==> config.mk <==
export PLATFORM = sky130hd
export DESIGN_NAME = snoop_ni
export DESIGN_NICKNAME = d
export VERILOG_FILES = /design/src/rtl/ni_pkg.sv /design/src/rtl/ni_dest_map.sv /design/src/rtl/ni_tx_packer.sv /design/src/rtl/ni_rx_unpacker.sv /design/src/rtl/snoop_ni.sv
export SDC_FILE = /design/constraint.sdc
export NUM_CORES = 1
export LEC_CHECK = 0
export BUFFER_PORTS_ARGS = -buffer_cell sky130_fd_sc_hd__buf_2
export CAP_MARGIN = 5
export CORE_UTILIZATION = 52
export DETAILED_ROUTE_END_ITERATION = 10
export PLACE_DENSITY = 0.85
export SKIP_LAST_GASP = 1
export SYNTH_ARGS = -nofsm -noshare
export SYNTH_HDL_FRONTEND = slang
export SYNTH_SLANG_ARGS = --single-unit
==> constraint.sdc <==
create_clock -name clk -period 3.65 [get_ports clk]
set_input_delay 0.1825 -clock clk [delete_from_list [all_inputs] [get_ports clk]]
set_output_delay 0.1825 -clock clk [all_outputs]
set_load 0.005 [all_outputs]
==> src/rtl/ni_pkg.sv <==
`timescale 1ns/1ps
package ni_pkg;
  localparam int ID_W  = 4;
  localparam int HDR_W = 3 * ID_W;

  // Header layout: source in the top nibble, tag in the bottom nibble.
  typedef struct packed {
    logic [ID_W-1:0] src;
    logic [ID_W-1:0] dst;
    logic [ID_W-1:0] tid;
  } ni_hdr_t;
endpackage

==> src/rtl/ni_dest_map.sv <==
`timescale 1ns/1ps
module ni_dest_map #(
  parameter int ADDR_W  = 32,
  parameter int MAP_LSB = 28
) (
  input  logic [ADDR_W-1:0]     addr,
  output logic [ni_pkg::ID_W-1:0] dst
);
  // The target router is selected by one address slice.
  assign dst = addr[MAP_LSB +: ni_pkg::ID_W];
endmodule

==> src/rtl/ni_tx_packer.sv <==
`timescale 1ns/1ps
module ni_tx_packer
  import ni_pkg::*;
#(
  parameter int ADDR_W  = 32,
  parameter int TYPE_W  = 4,
  parameter int PROT_W  = 3,
  parameter int FLIT_W  = 32,
  parameter int NODE_ID = 0,
  parameter int MAP_LSB = 28
) (
  input  logic              clk,
  input  logic              rst_n,
  input  logic              in_valid,
  output logic              in_ready,
  input  logic [ADDR_W-1:0] in_addr,
  input  logic [TYPE_W-1:0] in_type,
  input  logic [PROT_W-1:0] in_prot,
  input  logic [ID_W-1:0]   in_tid,
  output logic              tx_flit_valid,
  input  logic              tx_flit_ready,
  output logic [FLIT_W-1:0] tx_flit,
  output logic              tx_bop,
  output logic              tx_eop
);
  localparam int PAY_W  = ADDR_W + TYPE_W + PROT_W;
  localparam int NPAY   = (PAY_W + FLIT_W - 1) / FLIT_W;
  localparam int NFLIT  = NPAY + 1;
  localparam int CNT_W  = $clog2(NFLIT);
  localparam int NSLOT  = 1 << CNT_W;
  localparam logic [CNT_W-1:0] LAST = CNT_W'(NFLIT - 1);

  logic                   busy;
  logic [CNT_W-1:0]       idx;
  ni_hdr_t                hdr_q;
  logic [NPAY*FLIT_W-1:0] pay_q;
  logic [NPAY*FLIT_W-1:0] pay_d;
  logic [ID_W-1:0]        dst;
  logic                   accept;
  logic [FLIT_W-1:0]      words [NSLOT];

  ni_dest_map #(.ADDR_W(ADDR_W), .MAP_LSB(MAP_LSB)) u_map (
    .addr (in_addr),
    .dst  (dst)
  );

  assign in_ready = !busy;
  assign accept   = in_valid && !busy;

  // Payload packed low to high: address, opcode, protection, zero pad.
  always_comb begin
    pay_d = '0;
    pay_d[PAY_W-1:0] = {in_prot, in_type, in_addr};
  end

  always_ff @(posedge clk) begin
    if (!rst_n) begin
      busy  <= 1'b0;
      idx   <= '0;
      hdr_q <= '0;
      pay_q <= '0;
    end else if (accept) begin
      busy  <= 1'b1;
      idx   <= '0;
      hdr_q <= '{src: ID_W'(NODE_ID), dst: dst, tid: in_tid};
      pay_q <= pay_d;
    end else if (busy && tx_flit_ready) begin
      if (idx == LAST) begin
        busy <= 1'b0;
        idx  <= '0;
      end else begin
        idx <= idx + 1'b1;
      end
    end
  end

  for (genvar g = 0; g < NSLOT; g++) begin : g_word
    if (g == 0) begin : g_hdr
      assign words[g] = FLIT_W'(hdr_q);
    end else if (g <= NPAY) begin : g_pay
      assign words[g] = pay_q[(g-1)*FLIT_W +: FLIT_W];
    end else begin : g_pad
      assign words[g] = '0;
    end
  end

  assign tx_flit_valid = busy;
  assign tx_flit       = words[idx];
  assign tx_bop        = busy && (idx == '0);
  assign tx_eop        = busy && (idx == LAST);
endmodule

==> src/rtl/ni_rx_unpacker.sv <==
`timescale 1ns/1ps
module ni_rx_unpacker
  import ni_pkg::*;
#(
  parameter int ADDR_W = 32,
  parameter int TYPE_W = 4,
  parameter int PROT_W = 3,
  parameter int FLIT_W = 32
) (
  input  logic              clk,
  input  logic              rst_n,
  input  logic              rx_flit_valid,
  output logic              rx_flit_ready,
  input  logic [FLIT_W-1:0] rx_flit,
  input  logic              rx_bop,
  input  logic              rx_eop,
  output logic              out_valid,
  input  logic              out_ready,
  output logic [ADDR_W-1:0] out_addr,
  output logic [TYPE_W-1:0] out_type,
  output logic [PROT_W-1:0] out_prot,
  output logic [ID_W-1:0]   out_tid,
  output logic [ID_W-1:0]   out_src,
  output logic [ID_W-1:0]   out_dst
);
  localparam int PAY_W  = ADDR_W + TYPE_W + PROT_W;
  localparam int NPAY   = (PAY_W + FLIT_W - 1) / FLIT_W;
  localparam int PCNT_W = $clog2(NPAY + 1);
  localparam logic [PCNT_W-1:0] PFULL = PCNT_W'(NPAY);

  logic                   in_pkt;
  logic [PCNT_W-1:0]      idx;
  ni_hdr_t                hdr_q;
  logic                   ovalid_q;
  logic                   take;
  logic                   take_body;
  logic [FLIT_W-1:0]      slot [NPAY];
  logic [NPAY*FLIT_W-1:0] pay_flat;
  logic                   unused_pad;

  assign rx_flit_ready = !ovalid_q;
  assign take          = rx_flit_valid && !ovalid_q;
  assign take_body     = take && !rx_bop && in_pkt;

  always_ff @(posedge clk) begin
    if (!rst_n) begin
      in_pkt   <= 1'b0;
      idx      <= '0;
      hdr_q    <= '0;
      ovalid_q <= 1'b0;
    end else begin
      if (ovalid_q && out_ready) ovalid_q <= 1'b0;
      if (take && rx_bop) begin
        hdr_q  <= ni_hdr_t'(rx_flit[HDR_W-1:0]);
        idx    <= '0;
        in_pkt <= !rx_eop;
        if (rx_eop) ovalid_q <= 1'b1;
      end else if (take_body) begin
        if (idx != PFULL) idx <= idx + 1'b1;
        if (rx_eop) begin
          in_pkt   <= 1'b0;
          ovalid_q <= 1'b1;
        end
      end
    end
  end

  // One register per payload flit; cleared when a new packet begins.
  for (genvar g = 0; g < NPAY; g++) begin : g_slot
    always_ff @(posedge clk) begin
      if (!rst_n) begin
        slot[g] <= '0;
      end else if (take && rx_bop) begin
        slot[g] <= '0;
      end else if (take_body && idx == PCNT_W'(g)) begin
        slot[g] <= rx_flit;
      end
    end
    assign pay_flat[g*FLIT_W +: FLIT_W] = slot[g];
  end

  assign unused_pad = ^pay_flat;

  assign out_valid = ovalid_q;
  assign out_addr  = pay_flat[ADDR_W-1:0];
  assign out_type  = pay_flat[ADDR_W +: TYPE_W];
  assign out_prot  = pay_flat[ADDR_W+TYPE_W +: PROT_W];
  assign out_tid   = hdr_q.tid;
  assign out_src   = hdr_q.src;
  assign out_dst   = hdr_q.dst;
endmodule

==> src/rtl/snoop_ni.sv <==
`timescale 1ns/1ps
module snoop_ni
  import ni_pkg::*;
#(
  parameter int ADDR_W  = 32,
  parameter int TYPE_W  = 4,
  parameter int PROT_W  = 3,
  parameter int FLIT_W  = 32,
  parameter int NODE_ID = 0,
  parameter int MAP_LSB = 28
) (
  input  logic              clk,
  input  logic              rst_n,
  input  logic              in_valid,
  output logic              in_ready,
  input  logic [ADDR_W-1:0] in_addr,
  input  logic [TYPE_W-1:0] in_type,
  input  logic [PROT_W-1:0] in_prot,
  input  logic [ID_W-1:0]   in_tid,
  output logic              tx_flit_valid,
  input  logic              tx_flit_ready,
  output logic [FLIT_W-1:0] tx_flit,
  output logic              tx_bop,
  output logic              tx_eop,
  input  logic              rx_flit_valid,
  output logic              rx_flit_ready,
  input  logic [FLIT_W-1:0] rx_flit,
  input  logic              rx_bop,
  input  logic              rx_eop,
  output logic              out_valid,
  input  logic              out_ready,
  output logic [ADDR_W-1:0] out_addr,
  output logic [TYPE_W-1:0] out_type,
  output logic [PROT_W-1:0] out_prot,
  output logic [ID_W-1:0]   out_tid,
  output logic [ID_W-1:0]   out_src,
  output logic [ID_W-1:0]   out_dst
);
  ni_tx_packer #(
    .ADDR_W(ADDR_W), .TYPE_W(TYPE_W), .PROT_W(PROT_W),
    .FLIT_W(FLIT_W), .NODE_ID(NODE_ID), .MAP_LSB(MAP_LSB)
  ) u_tx (
    .clk           (clk),
    .rst_n         (rst_n),
    .in_valid      (in_valid),
    .in_ready      (in_ready),
    .in_addr       (in_addr),
    .in_type       (in_type),
    .in_prot       (in_prot),
    .in_tid        (in_tid),
    .tx_flit_valid (tx_flit_valid),
    .tx_flit_ready (tx_flit_ready),
    .tx_flit       (tx_flit),
    .tx_bop        (tx_bop),
    .tx_eop        (tx_eop)
  );

  ni_rx_unpacker #(
    .ADDR_W(ADDR_W), .TYPE_W(TYPE_W), .PROT_W(PROT_W), .FLIT_W(FLIT_W)
  ) u_rx (
    .clk           (clk),
    .rst_n         (rst_n),
    .rx_flit_valid (rx_flit_valid),
    .rx_flit_ready (rx_flit_ready),
    .rx_flit       (rx_flit),
    .rx_bop        (rx_bop),
    .rx_eop        (rx_eop),
    .out_valid     (out_valid),
    .out_ready     (out_ready),
    .out_addr      (out_addr),
    .out_type      (out_type),
    .out_prot      (out_prot),
    .out_tid       (out_tid),
    .out_src       (out_src),
    .out_dst       (out_dst)
  );
endmodule

==> flow_metrics.env, run 1 <==
export IMPL_multi_input_area_um2=1690
export IMPL_path_buf_inv=1
export IMPL_post_drt_wl_per_cell_um=13.4
export IMPL_synthesis_area_um2=4290
export IMPL_min_period_ps=2280
export IMPL_dpl_cell_count=678
export IMPL_post_cts_resized=0
export IMPL_p_sw_mw=0.532
export IMPL_die_x_um=92.8
export IMPL_synth_area_leaders="dfxtp_1 (29%), edfxtp_1 (27%), nand2_1 (11%)"
export IMPL_grt_ovfl_total=0
export IMPL_peakVddDrop_v=0.000220
export IMPL_pwr_share_seq_pct=55.8
export IMPL_status="complete, no violations"
export IMPL_ys_async_sr_fraction_pct=0
export IMPL_dr_first_iter_drc_count=68
export IMPL_drive_gt1_share_pct=32.9
export IMPL_switching_share_pct=23.6
export IMPL_tns_ps=0
export IMPL_yosys_top_cells_count="nand2_1 (122), and2_1 (64), dfxtp_1 (62)"
export IMPL_cp_start_kind="flip-flop"
export IMPL_clk_path_buf_depth=2
export IMPL_regArea_um2=2410
export IMPL_synth_nets=515
export IMPL_arrival_ps=2100
export IMPL_dpl_hpwl_um=6580
export IMPL_drv_cap=0
export IMPL_post_cts_setup_buffer_count=0
export IMPL_critical_path_class="flip-flop to primary output"
export IMPL_antenna_found_initial=0
export IMPL_synthCells=429
export IMPL_crit_chain="and2b_1 -> and2_1 -> buf_2"
export IMPL_pwr_share_comb_pct=10.0
export IMPL_via_per_inst=4.95
export IMPL_nFillCells=628
export IMPL_drc=0
export IMPL_ctsHoldBuffers=0
export IMPL_firstDrtPassIters=4
export IMPL_setup_viol=0
export IMPL_slowest_stage="dfxtp_1"
export IMPL_num_io_pins=172
export IMPL_cts_tree="yes"
export IMPL_p_per_area_nw_per_um2=422
export IMPL_min_period_over_period_pct=62.5
export IMPL_slew_limit_headroom_pct=28.3
export IMPL_synthMostInstantiatedCell="nand2_1"
export IMPL_routed_wl_um=9300
export IMPL_min_path_type="primary input to flip-flop"
export IMPL_cpLargestDelayFamily="simple AND/OR/NAND/NOR gates"
export IMPL_gp_congestion=0.765
export IMPL_synth_edf_count=39
export IMPL_power_mw=2.26
export IMPL_crit_path_max_incr_delay_ps=760
export IMPL_grt_setup_unrepaired="no"
export IMPL_p_int_mw=1.72
export IMPL_critical_path_max_fanout=25
export IMPL_htree_num_levels=3
export IMPL_die_area_um2=8620
export IMPL_area_delta_synth_final_pct=24.6
export IMPL_avgSynthCellArea_um2=10.0
export IMPL_num_vias=3433
export IMPL_path_clk_slew_ps=100
export IMPL_yosysUniqueCellTypes=35
export IMPL_antenna_left=0
export IMPL_clock_sinks=101
export IMPL_finalMaxSlewViolations=0
export IMPL_core_area_um2=7850
export IMPL_setup_worst_path_end_class="primary output"
export IMPL_cp_required_ps=3470
export IMPL_synth_largest_area_cell="dfxtp_1"
export IMPL_initial_core_util_pct=54.7
export IMPL_stdcell_count=694
export IMPL_diodes=0
export IMPL_grt_pass1_wl_um=14900
export IMPL_synth_top_area_share_pct=28.9
export IMPL_grt_pass1_vias=3330
export IMPL_yosysWarnings=0
export IMPL_clock_latency_ps=360
export IMPL_ys_seq_area_share_pct=56.2
export IMPL_grtUsageTotal_pct=22.1
export IMPL_skew_ps=12.0
export IMPL_nNetsFinal=673
export IMPL_grt_max_degree=63
export IMPL_tightestPinTransition_ps=1060
export IMPL_pwr_share_clk_pct=34.1
export IMPL_num_rows=32
export IMPL_root_buffer="clkbuf_8"
export IMPL_portBuffers=171
export IMPL_clock_fmax_mhz=438
export IMPL_p_leak_nw=2.42
export IMPL_cts_buffers=9
export IMPL_fp_dieH_um=92.8
export IMPL_finalHoldViolations=0
export IMPL_ys_ff_latch=101
export IMPL_synth_main_ff_cell="dfxtp_1"
-- layout make-up --
type                    count  area share (%)
repair buffers            175            16.6
flip-flops and latches    101            45.1
inverters                   4           0.281
clock buffers               9            2.32
clock inverters             7            1.80
well taps                 102            2.39
multi-input cells         296            31.6
-- cell usage in the layout, fill, tap and decap left out, drive strengths merged, types with 3 or more instances in the layout --
master  synthesis  final
a21boi         56     56
a21oi           3      3
and2           64     64
buf            16    175
clkbuf         12      9
dfxtp          62     62
edfxtp         39     39
ha              3      3
inv             4      6
mux2i           9      9
nand2         122    122
nand2b          5      5
nor2b           5      5
nor3            3      3
o21ai          12     12
-- per-stage QoR --
stage	hold WS (ps)	utilization, %	setup WS [ps]	instance area [µm²]
detailed placement	430	65.4	1480	5130
global placement	423	65.4	1600	5130
floorplan	290	-	1880	4290
finish	47.4	68.2	1370	5350
global route	50.9	68.2	1220	5350
CTS	38.5	68.2	1300	5350
-- power by group through the flow --
stage / sequential (mW) / clock, mW / combinational (mW)
floorplan: 1.28 / 0 / 0.123
global placement: 1.28 / 0 / 0.222
detailed placement: 1.29 / 0 / 0.228
CTS: 1.26 / 0.781 / 0.230
global route: 1.27 / 0.831 / 0.255
finish: 1.26 / 0.770 / 0.226
-- final timing paths --
path	from	to	slack (ps)	cells past startpoint
setup / recovery	u_tx.idx[0]	tx_flit[9]	1370	3
hold / removal	in_addr[8]	u_tx.pay_q[8]	50	3
setup reg to reg	u_rx.idx[1]	u_rx.slot[0][28]	1510	6
hold reg to reg	u_tx.pay_q[7]	u_tx.pay_q[7]	460	2
-- flip-flops by register name, summed over array words and instances (netlist names) --
| name | flops |
|---|---|
| u_rx.slot | 39 |
| u_tx.pay_q | 36 |
| u_tx.hdr_q | 7 |
| u_rx.out_dst | 4 |
| u_rx.out_src | 4 |
| u_rx.out_tid | 4 |
| u_rx.idx | 2 |
| u_tx.idx | 2 |
| u_rx.in_pkt | 1 |
| u_rx.out_valid | 1 |
| u_tx.tx_flit_valid | 1 |
-- tightest hold or removal path, stage by stage --
cell and delay [ps]:
buf_2 90, nand2_1 40, a21boi_1 50
-- routing by layer --
metal  track usage, %  vias up  share of wire, %
met5                0        -                 0
met4             8.72        0               1.3
met3             6.32       12               9.6
met2             38.0      139                48
met1             25.8     1563                41
li1                 -     1719                 -
-- cell families after synthesis --
kind of cell	count (synthesis)	share of synthesized area [%]
multiplexers	9	2.10
buffers and inverters	32	4.46
adder cells (fa/ha/maj)	3	0.875
AND/OR/NAND/NOR	208	23.9
AO/OA/AOI/OAI	76	12.4
flip-flops	101	56.2
No activity file was read; power rests on OpenSTA's default activity.
==> run 2, diff against run 1 <==
- CORE_UTILIZATION: 52 -> 48
- PLACE_DENSITY: 0.85 -> 0.79
- clock period: 3.65 -> 2.2 ns (I/O delays scaled with it)
==> run 2 against run 1 <==
Compared with the run above:
- die area increased by 8.2%
- critical path type unchanged
- highest routed layer unchanged
- global-route usage increased by 0.95 points
- clock skew increased by 1.5 ps
- first-iteration DRC count increased by 76%
==> flow_metrics.env, run 2 (synthesis gave the netlist of run 1 again) <==
export IMPL_clock_fmax_mhz=500
export IMPL_pwr_share_comb_pct=12.5
export IMPL_cp_start_kind="flip-flop"
export IMPL_hold_path_startpoint="in_addr[13]"
export IMPL_tns_ps=0
export IMPL_min_period_over_period_pct=91.0
export IMPL_pwr_share_clk_pct=29.7
export IMPL_portBuffers=171
export IMPL_p_per_area_nw_per_um2=627
export IMPL_nNetsFinal=719
export IMPL_critical_path_max_fanout=25
export IMPL_gp_congestion=0.782
export IMPL_fin_area_um2=5760
export IMPL_post_cts_setup_buffer_count=0
export IMPL_p_sw_mw=0.928
export IMPL_routed_wl_um=10800
export IMPL_nFillCells=660
export IMPL_regArea_um2=2410
export IMPL_path_clk_slew_ps=100
export IMPL_hold_end="u_tx.pay_q[13]"
export IMPL_rr_worst_depth=5
export IMPL_num_vias=3721
export IMPL_htree_num_levels=3
export IMPL_peakVddDrop_v=0.000405
export IMPL_num_io_pins=172
export IMPL_fp_dieH_um=96.6
export IMPL_num_rows=34
export IMPL_tightestPinTransition_ps=706
export IMPL_grt_max_degree=56
export IMPL_clock_sinks=101
export IMPL_clk_path_buf_depth=2
export IMPL_drive_gt1_share_pct=30.9
export IMPL_crit_chain="and2b_1 -> and2_1 -> buf_2"
export IMPL_slew_limit_headroom_pct=52.9
export IMPL_cpLargestDelayFamily="simple AND/OR/NAND/NOR gates"
export IMPL_min_period_ps=2000
export IMPL_post_drt_wl_per_cell_um=14.5
export IMPL_slowest_stage="and2b_1"
export IMPL_antenna_left=0
export IMPL_pwr_share_seq_pct=57.8
export IMPL_switching_share_pct=25.7
export IMPL_crit_path_max_incr_delay_ps=630
export IMPL_top_register="u_rx.slot"
export IMPL_die_x_um=96.6
export IMPL_die_area_um2=9320
export IMPL_antenna_found_initial=0
export IMPL_place_area_um2=5160
export IMPL_post_cts_resized=0
export IMPL_final_common_cell="buf_2"
export IMPL_grt_pass1_vias=3588
export IMPL_critical_path_class="flip-flop to primary output"
export IMPL_power_mw=3.62
export IMPL_cp_required_ps=2090
export IMPL_r2r_start="u_rx.idx[0]"
export IMPL_r2r_end="u_rx.slot[0][17]"
export IMPL_dpl_hpwl_um=7030
export IMPL_finalMaxSlewViolations=0
export IMPL_root_buffer="clkbuf_8"
export IMPL_critical_path_cell_count=3
export IMPL_p_leak_nw=2.60
export IMPL_grt_pass1_wl_um=16300
export IMPL_largestRegisters="u_rx.slot x39, u_tx.pay_q x36, u_tx.hdr_q x7"
export IMPL_status="complete, no violations"
export IMPL_cts_buffers=9
export IMPL_multi_input_area_um2=1690
export IMPL_drv_cap=0
export IMPL_min_path_type="primary input to flip-flop"
export IMPL_path_buf_inv=1
export IMPL_dr_first_iter_drc_count=120
export IMPL_final_cell_mix="buf_2 (171), nand2_1 (122), and2_1 (64), dfxtp_1 (62), dlygate4sd3_1 (43)"
export IMPL_min_path_cells=3
export IMPL_ctsHoldBuffers=43
export IMPL_grtUsageTotal_pct=23.0
export IMPL_initial_core_util_pct=49.5
export IMPL_grt_setup_unrepaired="no"
export IMPL_arrival_ps=1890
export IMPL_setup_viol=0
export IMPL_skew_ps=13.5
export IMPL_setup_worst_path_end_class="primary output"
export IMPL_p_int_mw=2.69
export IMPL_area_delta_synth_final_pct=34.3
export IMPL_drc=0
export IMPL_ff2ff_setup_slack_ps=400
export IMPL_diodes=0
export IMPL_firstDrtPassIters=4
export IMPL_largest_reg_flops=39
export IMPL_finalHoldViolations=0
export IMPL_core_area_um2=8680
export IMPL_via_per_inst=4.99
export IMPL_clock_latency_ps=360
export IMPL_grt_ovfl_total=0
export IMPL_cts_tree="yes"
[run 2: worst register-to-register path: cells and delay by family, from the launching register on]
kind | cells | cell delay [ps]
fa+ha+maj | 1 | 140
flops | 1 | 340
simple gates | 3 | 860
buf+inv | 1 | 80
[run 2: cell type report]
class / count / share of cell area, %
clock buffer: 9 / 2.15
clock inverter: 7 / 0.868
inverter: 4 / 0.261
multi-input combinational: 296 / 29.3
sequential: 101 / 41.9
tap: 108 / 2.34
timing repair buffer: 221 / 23.2
[run 2: stage by stage]
stage                     hold WS [ps]  util, %  setup WS, ps  std cells
final                             6.66     66.4           199        746
after global routing              1.93     66.4           102        746
after detailed placement           359     59.4           386        687
after global placement             350     59.4           424        687
after CTS                        0.182     66.4           169        746
after floorplan                    217        -           429        429
[run 2: power groups by stage]
stage          Clock, mW  Sequential, mW  Combinational (mW)
3_5_place_dp           0            2.13               0.387
5_1_grt             1.17            2.10               0.502
2_1_floorplan          0            2.12               0.204
3_3_place_gp           0            2.13               0.378
4_1_cts             1.10            2.09               0.448
6_report            1.07            2.09               0.453
[run 2: layer usage]
layer	part of all wire, %	vias to the layer above	global-route usage [%]
met5	0	-	0
met2	52	165	41.5
li1	-	1820	-
met1	38	1711	25.9
met3	7.8	25	5.40
met4	2.1	0	9.44
[run 2: worst max path at each step]
stage	from	endpoint	slack (ps)
after floorplan	u_rx.idx[0]	u_rx.slot[0][0]	430
after CTS	u_tx.idx[0]	tx_flit[28]	170
after global routing	u_tx.idx[0]	tx_flit[28]	100
after global placement	u_rx.idx[0]	u_rx.slot[0][2]	420
after detailed placement	u_rx.idx[0]	u_rx.slot[0][2]	390
final	u_tx.idx[0]	tx_flit[28]	200
==> run 3, diff against run 2 <==
- CORE_UTILIZATION: 48 -> 50
- CTS_BUF_LIST: not set -> sky130_fd_sc_hd__clkbuf_4
- PLACE_DENSITY: 0.79 -> 0.82
==> run 3 against run 2 <==
Compared with the run above:
- first-iteration DRC count grew 33%
- cell count increased by 4.8%
- sequential power hardly changed
- count of clock-buffer cells in the layout grew 1
- critical path type is now flip-flop to flip-flop
- critical endpoint is now u_rx.slot[0][18]
- largest power group unchanged
==> flow_metrics.env, run 3 (synthesis gave the netlist of run 1 again) <==
export IMPL_min_period_ps=1870
export IMPL_dpl_cell_count=686
export IMPL_cp_start_kind="flip-flop"
export IMPL_crit_path_max_incr_delay_ps=620
export IMPL_fp_dieH_um=94.6
export IMPL_ff2ff_setup_slack_ps=330
export IMPL_crit_chain="inv_1 -> ha_1 -> nand2_1 -> nor3_4 -> or2_2"
export IMPL_grt_max_degree=48
export IMPL_hold_path_startpoint="rx_bop"
export IMPL_setup_worst_path_end_class="flip-flop"
export IMPL_post_drt_wl_per_cell_um=14.9
export IMPL_grt_setup_unrepaired="no"
export IMPL_slew_limit_headroom_pct=50.5
export IMPL_cts_tree="yes"
export IMPL_antenna_found_initial=0
export IMPL_grt_pass1_vias=3873
export IMPL_drive_gt1_share_pct=30.0
export IMPL_nFillCells=574
export IMPL_finalMaxSlewViolations=0
export IMPL_clock_fmax_mhz=534
export IMPL_finalHoldViolations=0
export IMPL_critical_path_class="flip-flop to flip-flop"
export IMPL_final_core_util_pct=73.9
export IMPL_pwr_share_comb_pct=14.7
export IMPL_diodes=0
export IMPL_crit_path_start="u_rx.idx[0]"
export IMPL_path_clk_slew_ps=170
export IMPL_cp_required_ps=2280
export IMPL_firstDrtPassIters=4
export IMPL_setup_slack_ps=328
export IMPL_fin_area_um2=6110
export IMPL_critical_path_max_fanout=32
export IMPL_status="complete, no violations"
export IMPL_grt_pass1_wl_um=18200
export IMPL_die_x_um=94.6
export IMPL_antenna_left=0
export IMPL_r2r_start="u_rx.idx[0]"
export IMPL_tightestPinTransition_ps=743
export IMPL_die_area_um2=8960
export IMPL_skew_ps=21.8
export IMPL_initial_core_util_pct=52.0
export IMPL_min_period_over_period_pct=85.1
export IMPL_grtUsageTotal_pct=26.8
export IMPL_whs_ps=30.0
export IMPL_multi_input_area_um2=1690
export IMPL_stdcell_count=782
export IMPL_root_buffer="clkbuf_4"
export IMPL_area_delta_synth_final_pct=42.3
export IMPL_p_per_area_nw_per_um2=578
export IMPL_gp_congestion=0.776
export IMPL_nNetsFinal=758
export IMPL_cts_buffers=9
export IMPL_routed_wl_um=11700
export IMPL_num_vias=3852
export IMPL_largestRegisters="u_rx.slot x39, u_tx.pay_q x36, u_tx.hdr_q x7"
export IMPL_slowest_stage="or2_2"
export IMPL_regArea_um2=2410
export IMPL_min_path_type="primary input to flip-flop"
export IMPL_dp_slack_ps=359
export IMPL_core_area_um2=8260
export IMPL_final_common_cell="buf_2"
export IMPL_p_leak_nw=2.75
export IMPL_arrival_ps=1950
export IMPL_tns_ps=0
export IMPL_pwr_share_clk_pct=26.1
export IMPL_place_area_um2=5170
export IMPL_via_per_inst=4.93
export IMPL_peakVddDrop_v=0.000321
export IMPL_setup_viol=0
export IMPL_p_sw_mw=0.940
export IMPL_clk_path_buf_depth=2
export IMPL_top_register="u_rx.slot"
export IMPL_drv_cap=0
export IMPL_grt_ovfl_total=0
export IMPL_drc=0
export IMPL_clock_latency_ps=440
export IMPL_clock_sinks=101
export IMPL_largest_reg_flops=39
export IMPL_num_rows=33
export IMPL_p_int_mw=2.59
export IMPL_switching_share_pct=26.6
export IMPL_dpl_hpwl_um=6820
export IMPL_pwr_share_seq_pct=59.2
export IMPL_num_io_pins=172
export IMPL_final_cell_mix="buf_2 (171), nand2_1 (122), dlygate4sd3_1 (80), and2_1 (64), dfxtp_1 (62)"
export IMPL_power_mw=3.53
export IMPL_dr_first_iter_drc_count=159
export IMPL_htree_num_levels=3
export IMPL_portBuffers=171
-- run 3: cell types whose count changed in the layout (fill, tap and decap cells not counted) --
cell	before	now
and2b_1	1	0
and2b_2	0	1
buf_4	7	9
clkbuf_4	0	10
clkbuf_8	9	0
clkinv_1	2	0
dlygate4sd3_1	43	80
inv_6	2	1
inv_8	0	2
nor2b_1	4	3
nor2b_2	1	2
-- run 3: path summary, 6_finish.rpt --
kind,end,depth (start not counted)
max,u_rx.slot[0][18],5
min,u_rx.idx[0],3
max reg2reg,u_rx.slot[0][18],5
min reg2reg,u_tx.pay_q[8],2
-- run 3: power groups by stage --
stage	clock, mW	sequential (mW)	combinational [mW]
finish	0.920	2.09	0.519
global route	1.01	2.10	0.571
CTS	0.928	2.09	0.504
detailed placement	0	2.13	0.393
global placement	0	2.12	0.382
floorplan	0	2.12	0.204
-- run 3: routing by layer --
layer	GRT usage [%]	vias to the layer above	share of wire [%]	wire (µm)
met5	0	-	0	0
met4	9.72	0	1.6	182
met3	6.44	16	7.5	873
met2	50.2	162	52	6110
met1	28.8	1781	39	4510
li1	-	1893	-	-
-- run 3: area by class of cell --
type / instances / share of cell area (%)
clock buffers: 10 / 1.23
clock inverters: 6 / 0.922
inverters: 4 / 0.246
multi-input cells: 296 / 27.7
flip-flops and latches: 101 / 39.5
well taps: 105 / 2.15
repair buffers: 260 / 28.2
-- run 3: what timing repair did --
| action | CTS | global route |
|---|---|---|
| buffers inserted | 0 | 0 |
| endpoints found under the setup margin | 0 | 3 |
| hold endpoints to repair | 98 | 0 |
| hold buffers | 80 | 0 |
| gates resized for setup | 0 | 2 |
-- run 3: worst max-delay path: cells and delay by family, from the launching register on --
kind / cells / cell delay, ps
AND/OR/NAND/NOR: 3 / 900
buffers and inverters: 1 / 90
flip-flops: 1 / 370
adder cells (fa/ha/maj): 1 / 140
